### src/rtl/lfi_pkg.sv
package lfi_pkg;

    typedef enum logic [3:0] {
        FT_TLP_CRC   = 4'd0,
        FT_ACK_CRC   = 4'd1,
        FT_FC_CRC    = 4'd2,
        FT_TLP_SEQ   = 4'd3,
        FT_ACK_SEQ   = 4'd4,
        FT_ACK_BLOCK = 4'd5,
        FT_FC_BLOCK  = 4'd6,
        FT_NAK_FORCE = 4'd7,
        FT_TLP_DUP   = 4'd8,
        FT_TLP_NULL  = 4'd9,
        FT_CRD_PH    = 4'd10,
        FT_CRD_NPH   = 4'd11,
        FT_CRD_CPLH  = 4'd12,
        FT_CRD_PD    = 4'd13,
        FT_CRD_NPD   = 4'd14,
        FT_CRD_CPLD  = 4'd15
    } fault_e;

    typedef enum logic [1:0] {
        ST_IDLE   = 2'd0,
        ST_ARMED  = 2'd1,
        ST_REJECT = 2'd2
    } arm_st_e;

    typedef enum logic [1:0] {
        LN_TLP = 2'd0,
        LN_ACK = 2'd1,
        LN_FC  = 2'd2
    } lane_e;

    // Which event stream a fault kind acts on
    function automatic lane_e fault_lane(fault_e k);
        lane_e l;
        unique case (k)
            FT_TLP_CRC, FT_TLP_SEQ, FT_TLP_DUP, FT_TLP_NULL:  l = LN_TLP;
            FT_ACK_CRC, FT_ACK_SEQ, FT_ACK_BLOCK, FT_NAK_FORCE: l = LN_ACK;
            default:                                          l = LN_FC;
        endcase
        return l;
    endfunction

    function automatic logic is_credit(fault_e k);
        return k >= FT_CRD_PH;
    endfunction

endpackage

### src/rtl/lfi_offset.sv
// Adds a signed offset to a field when enabled, wrapping modulo 2**W.
module lfi_offset #(
    parameter int W      = 12,
    parameter int DIFF_W = 14
) (
    input  logic                     en,
    input  logic signed [DIFF_W-1:0] diff,
    input  logic [W-1:0]             val_in,
    output logic [W-1:0]             val_out
);
    logic [W-1:0] delta;

    always_comb begin
        delta   = en ? W'(diff) : '0;
        val_out = val_in + delta;
    end
endmodule

### src/rtl/lfi_match.sv
// Decides whether the current event is the target of the armed fault.
module lfi_match
    import lfi_pkg::*;
#(
    parameter int VC_W = 3
) (
    input  logic            armed,
    input  fault_e          kind,
    input  logic [VC_W-1:0] vc,
    input  logic            tlp_vld,
    input  logic            ack_vld,
    input  logic            fc_vld,
    input  logic [VC_W-1:0] fc_vc,
    input  logic [2:0]      fc_class,
    output logic            hit_tlp,
    output logic            hit_ack,
    output logic            hit_fc
);
    lane_e      lane;
    logic [3:0] rel_class;
    logic       fc_sel;

    always_comb begin
        lane      = fault_lane(kind);
        rel_class = 4'(kind) - 4'(FT_CRD_PH);
        if (is_credit(kind))
            fc_sel = (fc_vc == vc) && (fc_class == rel_class[2:0]);
        else
            fc_sel = 1'b1;
        hit_tlp = armed && tlp_vld && (lane == LN_TLP);
        hit_ack = armed && ack_vld && (lane == LN_ACK);
        hit_fc  = armed && fc_vld  && (lane == LN_FC) && fc_sel;
    end
endmodule

### src/rtl/lfi_arm_fsm.sv
// Arming state machine with configuration capture and remaining count.
module lfi_arm_fsm
    import lfi_pkg::*;
#(
    parameter int CNT_W  = 8,
    parameter int DIFF_W = 14,
    parameter int VC_W   = 3,
    parameter int LIMIT  = 4095
) (
    input  logic                     clk,
    input  logic                     rst_n,
    input  logic                     wr,
    input  fault_e                   wr_kind,
    input  logic [CNT_W-1:0]         wr_count,
    input  logic signed [DIFF_W-1:0] wr_diff,
    input  logic [VC_W-1:0]          wr_vc,
    input  logic                     hit,
    output logic                     armed,
    output logic                     rejected,
    output fault_e                   kind,
    output logic signed [DIFF_W-1:0] diff,
    output logic [VC_W-1:0]          vc
);
    localparam logic signed [DIFF_W-1:0] LIM_P = DIFF_W'(LIMIT);
    localparam logic signed [DIFF_W-1:0] LIM_N = -LIM_P;

    arm_st_e          state, state_nx;
    logic [CNT_W-1:0] remain;
    logic             diff_ok, load, last_hit;

    always_comb begin
        diff_ok  = (wr_diff <= LIM_P) && (wr_diff >= LIM_N);
        load     = wr && diff_ok && (wr_count != '0);
        last_hit = hit && (remain == CNT_W'(1));
    end

    // next-state logic
    always_comb begin
        state_nx = state;
        unique case (state)
            ST_IDLE, ST_REJECT: begin
                if (wr)
                    state_nx = !diff_ok ? ST_REJECT : (load ? ST_ARMED : ST_IDLE);
            end
            ST_ARMED: begin
                if (wr)
                    state_nx = !diff_ok ? ST_REJECT : (load ? ST_ARMED : ST_IDLE);
                else if (last_hit)
                    state_nx = ST_IDLE;
            end
            default: state_nx = ST_IDLE;
        endcase
    end

    // state register
    always_ff @(posedge clk or negedge rst_n) begin
        if (!rst_n) state <= ST_IDLE;
        else        state <= state_nx;
    end

    // captured configuration and remaining count
    always_ff @(posedge clk or negedge rst_n) begin
        if (!rst_n) begin
            remain <= '0;
            kind   <= FT_TLP_CRC;
            diff   <= '0;
            vc     <= '0;
        end else if (load) begin
            remain <= wr_count;
            kind   <= wr_kind;
            diff   <= wr_diff;
            vc     <= wr_vc;
        end else if (hit) begin
            remain <= remain - CNT_W'(1);
        end
    end

    // state outputs
    always_comb begin
        armed    = (state == ST_ARMED);
        rejected = (state == ST_REJECT);
    end
endmodule

### src/rtl/lnk_fault_inj.sv
module lnk_fault_inj
    import lfi_pkg::*;
#(
    parameter int SEQ_W = 12,
    parameter int CRD_W = 12,
    parameter int CNT_W = 8,
    parameter int VC_W  = 3,
    localparam int DIFF_W = SEQ_W + 2
) (
    input  logic                     clk,
    input  logic                     rst_n,
    input  logic                     cfg_wr,
    input  logic [3:0]               cfg_kind,
    input  logic [CNT_W-1:0]         cfg_count,
    input  logic signed [DIFF_W-1:0] cfg_diff,
    input  logic [VC_W-1:0]          cfg_vc,
    output logic                     busy,
    output logic                     cfg_err,
    input  logic                     tlp_vld,
    input  logic [SEQ_W-1:0]         tlp_seq_in,
    output logic [SEQ_W-1:0]         tlp_seq_out,
    output logic                     tlp_crc_bad,
    output logic                     tlp_dup,
    output logic                     tlp_null,
    input  logic                     ack_vld,
    input  logic [SEQ_W-1:0]         ack_seq_in,
    output logic [SEQ_W-1:0]         ack_seq_out,
    output logic                     ack_crc_bad,
    output logic                     ack_block,
    output logic                     ack_force_nak,
    input  logic                     fc_vld,
    input  logic [VC_W-1:0]          fc_vc,
    input  logic [2:0]               fc_class,
    input  logic [CRD_W-1:0]         fc_credit_in,
    output logic [CRD_W-1:0]         fc_credit_out,
    output logic                     fc_crc_bad,
    output logic                     fc_block
);
    localparam int LIMIT = (1 << SEQ_W) - 1;

    logic                     armed, rejected, gate;
    fault_e                   kind;
    logic signed [DIFF_W-1:0] diff;
    logic [VC_W-1:0]          vc;
    logic                     hit_tlp, hit_ack, hit_fc, any_hit;
    logic                     en_tseq, en_aseq, en_crd;

    lfi_arm_fsm #(
        .CNT_W(CNT_W), .DIFF_W(DIFF_W), .VC_W(VC_W), .LIMIT(LIMIT)
    ) u_fsm (
        .clk(clk), .rst_n(rst_n),
        .wr(cfg_wr), .wr_kind(fault_e'(cfg_kind)), .wr_count(cfg_count),
        .wr_diff(cfg_diff), .wr_vc(cfg_vc), .hit(any_hit),
        .armed(armed), .rejected(rejected),
        .kind(kind), .diff(diff), .vc(vc)
    );

    // a write cycle never injects: the new setting starts on the next event
    assign gate = armed && !cfg_wr;

    lfi_match #(.VC_W(VC_W)) u_match (
        .armed(gate), .kind(kind), .vc(vc),
        .tlp_vld(tlp_vld), .ack_vld(ack_vld), .fc_vld(fc_vld),
        .fc_vc(fc_vc), .fc_class(fc_class),
        .hit_tlp(hit_tlp), .hit_ack(hit_ack), .hit_fc(hit_fc)
    );

    assign any_hit = hit_tlp | hit_ack | hit_fc;

    // fault action decode
    always_comb begin
        tlp_crc_bad   = 1'b0;
        tlp_dup       = 1'b0;
        tlp_null      = 1'b0;
        ack_crc_bad   = 1'b0;
        ack_block     = 1'b0;
        ack_force_nak = 1'b0;
        fc_crc_bad    = 1'b0;
        fc_block      = 1'b0;
        en_tseq       = 1'b0;
        en_aseq       = 1'b0;
        en_crd        = 1'b0;
        unique case (kind)
            FT_TLP_CRC:   tlp_crc_bad   = hit_tlp;
            FT_TLP_SEQ:   en_tseq       = hit_tlp;
            FT_TLP_DUP:   tlp_dup       = hit_tlp;
            FT_TLP_NULL:  tlp_null      = hit_tlp;
            FT_ACK_CRC:   ack_crc_bad   = hit_ack;
            FT_ACK_SEQ:   en_aseq       = hit_ack;
            FT_ACK_BLOCK: ack_block     = hit_ack;
            FT_NAK_FORCE: ack_force_nak = hit_ack;
            FT_FC_CRC:    fc_crc_bad    = hit_fc;
            FT_FC_BLOCK:  fc_block      = hit_fc;
            default:      en_crd        = hit_fc;
        endcase
    end

    lfi_offset #(.W(SEQ_W), .DIFF_W(DIFF_W)) u_tseq (
        .en(en_tseq), .diff(diff), .val_in(tlp_seq_in), .val_out(tlp_seq_out)
    );
    lfi_offset #(.W(SEQ_W), .DIFF_W(DIFF_W)) u_aseq (
        .en(en_aseq), .diff(diff), .val_in(ack_seq_in), .val_out(ack_seq_out)
    );
    lfi_offset #(.W(CRD_W), .DIFF_W(DIFF_W)) u_crd (
        .en(en_crd), .diff(diff), .val_in(fc_credit_in), .val_out(fc_credit_out)
    );

    assign busy    = armed;
    assign cfg_err = rejected;
endmodule

### config.mk
export PLATFORM = sky130hd
export DESIGN_NAME = lnk_fault_inj
export DESIGN_NICKNAME = d
export VERILOG_FILES = /design/src/rtl/lfi_pkg.sv /design/src/rtl/lfi_offset.sv /design/src/rtl/lfi_match.sv /design/src/rtl/lfi_arm_fsm.sv /design/src/rtl/lnk_fault_inj.sv
export SDC_FILE = /design/constraint.sdc
export NUM_CORES = 1
export LEC_CHECK = 0
export BUFFER_PORTS_ARGS = -buffer_cell sky130_fd_sc_hd__buf_2
export CORE_MARGIN = 3
export CORE_UTILIZATION = 40
export CTS_CLUSTER_DIAMETER = 50
export DETAILED_ROUTE_END_ITERATION = 10
export MAX_ROUTING_LAYER = met4
export PLACE_DENSITY = 0.67
export SLEW_MARGIN = 40
export SYNTH_ARGS = -nofsm -noshare
export SYNTH_HDL_FRONTEND = slang
export SYNTH_HIERARCHICAL = 1
export SYNTH_SLANG_ARGS = --single-unit
### constraint.sdc
create_clock -name clk -period 5.9 [get_ports clk]
set_input_delay 0.885 -clock clk [delete_from_list [all_inputs] [get_ports clk]]
set_output_delay 0.885 -clock clk [all_outputs]
set_load 0.02 [all_outputs]
### Word-level counts from Yosys, hierarchy flattened

Memories as Yosys holds them, arrays and structs flattened.
Cells that the tools add are included.

| operators by class | value |
|---|---|
| multiplexer cells | 23 |
| order comparisons | 3 |
| add/sub/neg operators | 5 |
| bitwise operators | 2 |
| reduce and logical (&&, ||, !) cells | 22 |
| equality and inequality tests | 18 |

Operators with widths:

| kind | number |
|---|---|
| $add A12 B12 Y12 | 3 |
| $mux W12 | 3 |
| $eq A4 B3 Y1 const B | 4 |
| $mux W8 | 2 |
| $ge A14 B13 Y1 const B | 1 |
| $le A14 B13 Y1 const B | 1 |
| $logic_and A1 B1 Y1 | 13 |
| $mux W1 | 13 |
| $reduce_or A10 Y1 | 1 |
| $eq A4 B2 Y1 const B | 2 |
| $eq A4 B4 Y1 const B | 2 |
| $eq A8 B1 Y1 const B | 1 |
| $mux W2 | 4 |
| $reduce_bool A8 Y1 | 1 |
| $sub A8 B1 Y8 const B | 1 |
| $eq A3 B3 Y1 | 2 |
| $eq A2 B1 Y1 const B | 2 |
| $eq A2 B2 Y1 const B | 2 |
| $eq A4 B1 Y1 const B | 1 |
| $ge A4 B4 Y1 const B | 1 |
| $logic_not A2 Y1 | 2 |
| $logic_not A4 Y1 | 1 |
| $pmux W2 S2 | 1 |
| $ne A3 B2 Y1 const B | 1 |
| other kinds (7) | 8 |

| word-level totals | value |
|---|---|
| output and inout port bits | 46 |
| logic and storage cells | 79 |
| flip-flop bits (word level) | 29 |
| ROM bits | 32 |
| memories kept | 1 |

Memory list:

| name | depth | width | rd ports | clocked after memory_dff | write ports | line | text |
|---|---|---|---|---|---|---|---|
| (name not given) | 16 | 2 | 1 | 0 | 0 | lfi_pkg.sv:37 | `unique case (k)` |

### Logic depth before layout (Yosys ltp)

Gate-level depths: netlist (run 1).

| logic depth | value |
|---|---|
| word-level depth | 10 |
| depth in mapped cells | 15 |
| depth with buffers taken out | 14 |

### Cells and area by module

The synthesis (run 1) kept the hierarchy.

Modules (own cells, without submodules):

| module | cells each | area each (µm²) | sequential area each (µm²) | times used |
|---|---|---|---|---|
| lfi_offset | 72 | 579.3 | 0.0 | 3 |
| lfi_arm_fsm | 103 | 1,417.6 | 775.7 | 1 |
| lfi_match | 22 | 161.4 | 0.0 | 1 |
| lnk_fault_inj | 20 | 135.1 | 0.0 | 1 |

### Worst setup path after synthesis (run 1)

No wires, ideal clock.

| timing | value |
|---|---|
| kind | input port to output port |
| from | input port cfg_wr |
| to | output port ack_seq_out[8] |
| stages | 12 |
| setup slack | 1.587 ns |
| path buffers | 1 |
| data arrival time | 3.428 ns |
| cell sequence | nor2b_1 and4b_1 nand3b_1 nor3_1 clkbuf_1 and2_1 ha_1 a211oi_1 o21bai_1 a2111oi_0 nor3_1 xor2_1 |

| on the way | value |
|---|---|
| cells in the longest elaborated chain, start to end | 7 |

RTL lines:

| what | line | text |
|---|---|---|
| start: declaration | lnk_fault_inj.sv:12 | `input logic cfg_wr,` |
| $logic_not A1 Y1 | lnk_fault_inj.sv:59 | `assign gate = armed && !cfg_wr;` |
| $logic_and A1 B1 Y1 | lnk_fault_inj.sv:59 |  |
| $logic_and A1 B1 Y1 (2 in series) | lfi_match.sv:31 | `hit_ack = armed && ack_vld && (lane == LN_ACK);` |
| via hit_ack | lnk_fault_inj.sv:45 | `logic hit_tlp, hit_ack, hit_fc, any_hit;` |
| $mux W1 | lnk_fault_inj.sv:83 | `unique case (kind)` |
| via en_aseq | lnk_fault_inj.sv:46 | `logic en_tseq, en_aseq, en_crd;` |
| $mux W12 | lfi_offset.sv:14 | `delta = en ? W'(diff) : '0;` |
| $add A12 B12 Y12 | lfi_offset.sv:15 | `val_out = val_in + delta;` |
| end: declaration | lnk_fault_inj.sv:27 | `output logic [SEQ_W-1:0] ack_seq_out,` |

The timed path passes the listed nets, and every way through them passes these cells.

### Worst setup path in the final report (run 1)

| timing | value |
|---|---|
| from | register u_fsm.kind[1] |
| to | output port fc_credit_out[8] |

| on the way | value |
|---|---|
| cells in the longest elaborated chain, start to end | 8 |
| elaborated cells on any way between the ends | 23 |

RTL lines:

| what | line | text |
|---|---|---|
| start: declaration | lfi_arm_fsm.sv:20 | `output fault_e kind,` |
| start signal: assignment | lfi_arm_fsm.sv:70 | `kind <= wr_kind;` |
| $sub A3 B2 Y3 | lfi_match.sv:25 | `rel_class = 4'(kind) - 4'(FT_CRD_PH);` |
| $eq A3 B3 Y1 | lfi_match.sv:27 | `fc_sel = (fc_vc == vc) && (fc_class == rel_class[2:0]);` |
| $logic_and A1 B1 Y1 | lfi_match.sv:27 |  |
| $mux W1 | lfi_match.sv:26 | `if (is_credit(kind))` |
| $logic_and A1 B1 Y1 (*) | lfi_match.sv:32 | `hit_fc = armed && fc_vld && (lane == LN_FC) && fc_sel;` |
| via hit_fc | lnk_fault_inj.sv:45 |  |
| $mux W1 (*) | lnk_fault_inj.sv:83 |  |
| via en_crd | lnk_fault_inj.sv:46 |  |
| $mux W12 (*) | lfi_offset.sv:14 |  |
| $add A12 B12 Y12 (*) | lfi_offset.sv:15 |  |
| end: declaration | lnk_fault_inj.sv:35 | `output logic [CRD_W-1:0] fc_credit_out,` |

The timed path passes the listed nets; every way through them passes the cells marked *.

==> flow_summary.json, run 1 <==
{
  "run_status": "complete, no violations",
  "cts-root-buf": "clkbuf_8",
  "clockBufferDepth": 2,
  "post-route-drc-count": 0,
  "relSlewSlack_pct": 54.9,
  "die-area_um2": 9590,
  "power_frac_seq_pct": 43.9,
  "grt_overflow_total": 0,
  "wl_met1_um": 3970,
  "syn_nets": 473,
  "cts_sinks": 29,
  "vias": 3059,
  "dieHeight_um": 97.9,
  "cp_slowest_cell": "dfrtp_1",
  "start_util_pct": 42.4,
  "sw_frac_of_total_pct": 36.7,
  "crit_required_ns": 5.02,
  "port_buffers": 122,
  "hold_buffers": 0,
  "grt_use_total_pct": 18.6,
  "yosysWarnings": 6,
  "hold_violations": 0,
  "worstPathMaxFanout": 14,
  "avgSynthCellArea_um2": 9.47,
  "power_leakage_nw": 2.02,
  "antennaDiodeCount": 0,
  "crit_type": "flip-flop to output pin",
  "maxCapViolations": 0,
  "end_kind": "output pin",
  "fin_cells": 581,
  "power_density_nw_per_um2": 169,
  "die_x_um": 97.9,
  "pre_cts_slack_ns": 1.07,
  "clk_latency_ns": 0.28,
  "first_iter_violations": 74,
  "cts_setup_buffers": 0,
  "area.growth.synth_to_final_pct": 23.1,
  "cts_max_level": 2,
  "avgViaCountPerCell": 5.27,
  "p_int_mw": 0.446,
  "p_switching_mw": 0.259,
  "timing.fmax_mhz": 199,
  "rsz0062_at_grt": "no",
  "firstDrtPassIters": 4,
  "core_um2": 7970,
  "wl_um": 8680,
  "min_period_ns": 5.01,
  "cts_buffers": 5,
  "postLayoutSetupSlackWorst_ns": 0.886,
  "slowest_delay_ns": 0.61,
  "setup_violations": 0,
  "tightest_slew_ns": 0.676,
  "ios": 123,
  "gp_congestion": 0.830,
  "post-route-period-util_pct": 85.0,
  "min_path_type": "flip-flop to flip-flop",
  "final_common_cell": "buf_2",
  "worstPathCellList": "inv_2 -> ha_1 -> xor2_1 -> a41oi_1 -> nor3_1 -> o211a_1 -> and2_1 -> ha_1 -> fa_1 -> a211oi_1 -> o21bai_1 -> a2111oi_0 -> nor3_1 -> xor2_1 -> buf_2",
  "arrival_ns": 4.13,
  "grt_pass1_wl_um": 14500,
  "hpwl_um": 7310,
  "synth_cells": 357,
  "fin_skew_ns": 0.00793,
  "cts_tree": "done",
  "synthesis.area_um2": 3380,
  "grt_pass1_vias": 3051,
  "finalSetupTns_ns": 0,
  "clk_pin_slew_ns": 0.07,
  "wl_per_cell_um": 14.9,
  "top_layer_used": "met4",
  "drive_gt1_share_pct": 36.1,
  "slew_viol_final": 0,
  "mostFrequentLayoutCells": "buf_2, and2_1, ha_1",
  "post_cts_resized": 0,
  "critPathLaunchType": "flip-flop",
  "antenna_found_initial": 0,
  "comb_power_share_pct": 33.6,
  "p_clk_share_pct": 22.5,
  "nNetsFinal": 594,
  "wl_met2_um": 4250,
  "final_antenna_net_count": 0,
  "grt_max_degree": 30,
  "wl_met3_um": 431,
  "vdd_ir_drop_max_mv": 0.148,
  "place_inst": 573,
  "std_cell_rows": 32,
  "nFillCells": 793
}
## power groups by stage
stage          clock network (mW)  registers [mW]  logic (mW)
3_3_place_gp                    0           0.309       0.230
6_report                    0.159           0.309       0.237
5_1_grt                     0.173           0.317       0.264
4_1_cts                     0.166           0.309       0.239
2_1_floorplan                   0           0.287       0.169
3_5_place_dp                    0           0.312       0.238
## worst max-delay path, delay by kind of cell, from the launching register on
| family | cells | cell delay, ns |
|---|---|---|
| xor+xnor | 2 | 0.31 |
| fa+ha+maj | 3 | 0.94 |
| buf+inv | 2 | 0.26 |
| flops | 1 | 0.61 |
| compound gates | 5 | 1.31 |
| simple gates | 3 | 0.41 |
## layout make-up
class | instances | area, µm² | area share, %
flip-flops and latches | 29 | 726 | 17.4
repair buffers | 123 | 618 | 14.9
inverters | 4 | 15.0 | 0.361
well taps | 102 | 128 | 3.07
clock buffers | 6 | 72.6 | 1.74
multi-input cells | 315 | 2590 | 62.3
clock inverters | 2 | 10.0 | 0.241
## stage by stage
stage / utilization (%) / power [mW] / hold WS (ns) / area [µm²]
after floorplan: - / 0.456 / 0.483 / 3380
after global placement: 51.1 / 0.539 / 0.508 / 4070
after detailed placement: 51.2 / 0.550 / 0.524 / 4080
after CTS: 52.2 / 0.714 / 0.538 / 4160
after global routing: 52.2 / 0.754 / 0.547 / 4160
final: 52.2 / 0.705 / 0.538 / 4160
## layer usage
layer	vias to the layer above	global-route usage (%)
met5	-	-
met3	2	3.00
met4	0	2.45
li1	1558	-
met1	1417	24.2
met2	82	31.4
## registers in the layout, indices dropped and copies added (netlist names)
name,cells
u_fsm/remain,8
u_fsm/vc,3
u_fsm/diff,12
u_fsm/kind,4
u_fsm/state,2
## path summary, 6_finish.rpt
| path | slack [ns] | cells after the start | end | start |
|---|---|---|---|---|
| worst min-delay path | 0.54 | 1 | u_fsm/vc[0] | u_fsm/vc[0] |
| worst max register to register | 3.01 | 10 | u_fsm/remain[7] | u_fsm/kind[1] |
| worst min register to register | 0.54 | 1 | u_fsm/vc[0] | u_fsm/vc[0] |
| worst max-delay path | 0.89 | 15 | fc_credit_out[8] | u_fsm/kind[1] |
| min in group asynchronous | 0.64 | 1 | u_fsm/vc[1] | rst_n |
| max in group asynchronous | 4.82 | 1 | u_fsm/remain[7] | rst_n |
(Power assumes the default switching activity.)
==> inputs of run 2 (changes only) <==
==> constraint.sdc (replaced) <==
create_clock -name clk -period 4.9 [get_ports clk]
set_input_delay 0.735 -clock clk [delete_from_list [all_inputs] [get_ports clk]]
set_output_delay 0.735 -clock clk [all_outputs]
set_load 0.02 [all_outputs]
==> flow_summary.json, run 2 (synthesis gave the netlist of run 1 again) <==
{
  "core_um2": 7970,
  "critPathLaunchType": "flip-flop",
  "clk_pin_slew_ns": 0.06,
  "vias": 3087,
  "crit_required_ns": 4.16,
  "hold_buffers": 0,
  "power_density_nw_per_um2": 205,
  "critPathMostFrequentCell": "ha_1",
  "finalSetupTns_ns": 0,
  "crit-reg2reg-launch": "u_fsm/kind[2]",
  "post-route-period-util_pct": 94.8,
  "firstDrtPassIters": 4,
  "maxCapViolations": 0,
  "die-area_um2": 9590,
  "hold_violations": 0,
  "nNetsFinal": 597,
  "cts-root-buf": "clkbuf_8",
  "cts_sinks": 29,
  "first_iter_violations": 85,
  "grt_max_degree": 30,
  "grt_overflow_total": 0,
  "arrival_ns": 3.91,
  "postLayoutCoreUtil_pct": 52.7,
  "wl_um": 8780,
  "regMostFlops": "u_fsm/diff",
  "ios": 123,
  "crit_start": "u_fsm/kind[2]",
  "setup_violations": 0,
  "top_regs": "u_fsm/diff (12), u_fsm/remain (8), u_fsm/kind (4)",
  "antennaDiodeCount": 0,
  "worstPathCellList": "inv_1 -> ha_1 -> xor2_1 -> a41oi_1 -> nor3_1 -> o211a_1 -> and2_1 -> ha_1 -> and3_4 -> a2111oi_4 -> a21oi_2 -> a41oi_2 -> xnor2_1 -> buf_2",
  "grt_pass1_wl_um": 14500,
  "dieHeight_um": 97.9,
  "timing.fmax_mhz": 215,
  "std_cell_rows": 32,
  "hpwl_um": 7340,
  "final_common_cell": "buf_2",
  "p_total_mw": 0.862,
  "port_buffers": 122,
  "cts_tree": "done",
  "power_leakage_nw": 2.03,
  "tightest_slew_ns": 0.646,
  "end_kind": "output pin",
  "clk_latency_ns": 0.28,
  "worstPathMaxFanout": 12,
  "area.growth.synth_to_final_pct": 24.2,
  "cts_buffers": 5,
  "slowest_delay_ns": 0.47,
  "antenna_found_initial": 0,
  "crit_type": "flip-flop to output pin",
  "largest_reg_flops": 12,
  "run_status": "complete, no violations",
  "grt_use_total_pct": 18.7,
  "post-route-drc-count": 0,
  "cp_slowest_cell": "dfrtp_2",
  "start_util_pct": 42.4,
  "vdd_ir_drop_max_mv": 0.225,
  "fin_skew_ns": 0.00509,
  "grt_pass1_vias": 3103,
  "clockBufferDepth": 2,
  "min_path_type": "input port to asynchronous set/reset pin",
  "mostFrequentLayoutCells": "buf_2, and2_1, ha_1",
  "wl_per_cell_um": 15.1,
  "drive_gt1_share_pct": 37.2,
  "avgViaCountPerCell": 5.30,
  "relSlewSlack_pct": 56.9,
  "cts_max_level": 2,
  "die_x_um": 97.9,
  "slew_viol_final": 0,
  "min_period_ns": 4.65,
  "gp_congestion": 0.909,
  "final_antenna_net_count": 0,
  "nFillCells": 759,
  "rsz0062_at_grt": "no"
}
==> run 2: changes by cell type in the layout (fill, tap and decap cells not counted), sizes merged <==
cell / previous run / this run
buf: 123 / 126
clkinv: 2 / 0
clkbuf: 6 / 7
==> run 2: report_power, final <==
| group | switching (mW) | leakage [nW] | total, mW | internal [mW] |
|---|---|---|---|---|
| sequential | 0.0754 | 0.339 | 0.369 | 0.293 |
| combinational | 0.143 | 1.65 | 0.295 | 0.152 |
| clock | 0.0864 | 0.0443 | 0.197 | 0.111 |
| total | 0.305 | 2.03 | 0.862 | 0.556 |
==> run 2: final cells by class <==
class / instances / area [µm²] / area share, %
repair buffers: 126 / 641 / 15.3
clock buffers: 7 / 86.3 / 2.06
multi-input cells: 315 / 2600 / 61.9
flip-flops and latches: 29 / 729 / 17.4
well taps: 102 / 128 / 3.04
inverters: 4 / 15.0 / 0.358
==> run 2: worst max-delay path, delay by kind of cell, from the launching register on <==
kind | cells | cell delay (ns)
xor gates and xnor gates | 2 | 0.30
and+or+nand+nor | 3 | 0.72
AOI/OAI and AO/OA | 5 | 1.30
buffers and inverters | 2 | 0.27
adders and majority gates | 2 | 0.58
DFF | 1 | 0.47
==> run 2: final timing paths <==
path	endpoint	slack (ns)	cells past startpoint
max	fc_credit_out[11]	0.25	14
min	u_fsm/remain[6]	0.48	1
max reg2reg	u_fsm/remain[6]	2.14	10
min reg2reg	u_fsm/state[1]	0.52	1
max in group asynchronous	u_fsm/kind[2]	3.97	1
min in group clk	u_fsm/state[1]	0.52	1
==> run 2: timing repair <==
item	in CTS	in global routing
resized for setup	0	5
setup buffers	0	3
endpoints found under the setup margin	0	5
==> run 2: metal layers <==
metal	wire, µm	GRT usage (%)	vias up
met5	0	-	-
met4	132	4.26	0
met3	489	3.07	15
met2	4210	31.0	94
met1	3950	24.1	1417
li1	-	-	1561
==> run 2: stage by stage <==
step / hold slack, ns / setup slack (ns) / area (µm²) / std cells
final: 0.477 / 0.253 / 4200 / 583
after global routing: 0.518 / 0.00158 / 4200 / 583
after detailed placement: 0.514 / 0.403 / 4080 / 573
after global placement: 0.505 / 0.501 / 4070 / 573
after CTS: 0.498 / 0.0719 / 4160 / 580
after floorplan: 0.439 / 0.764 / 3380 / 357
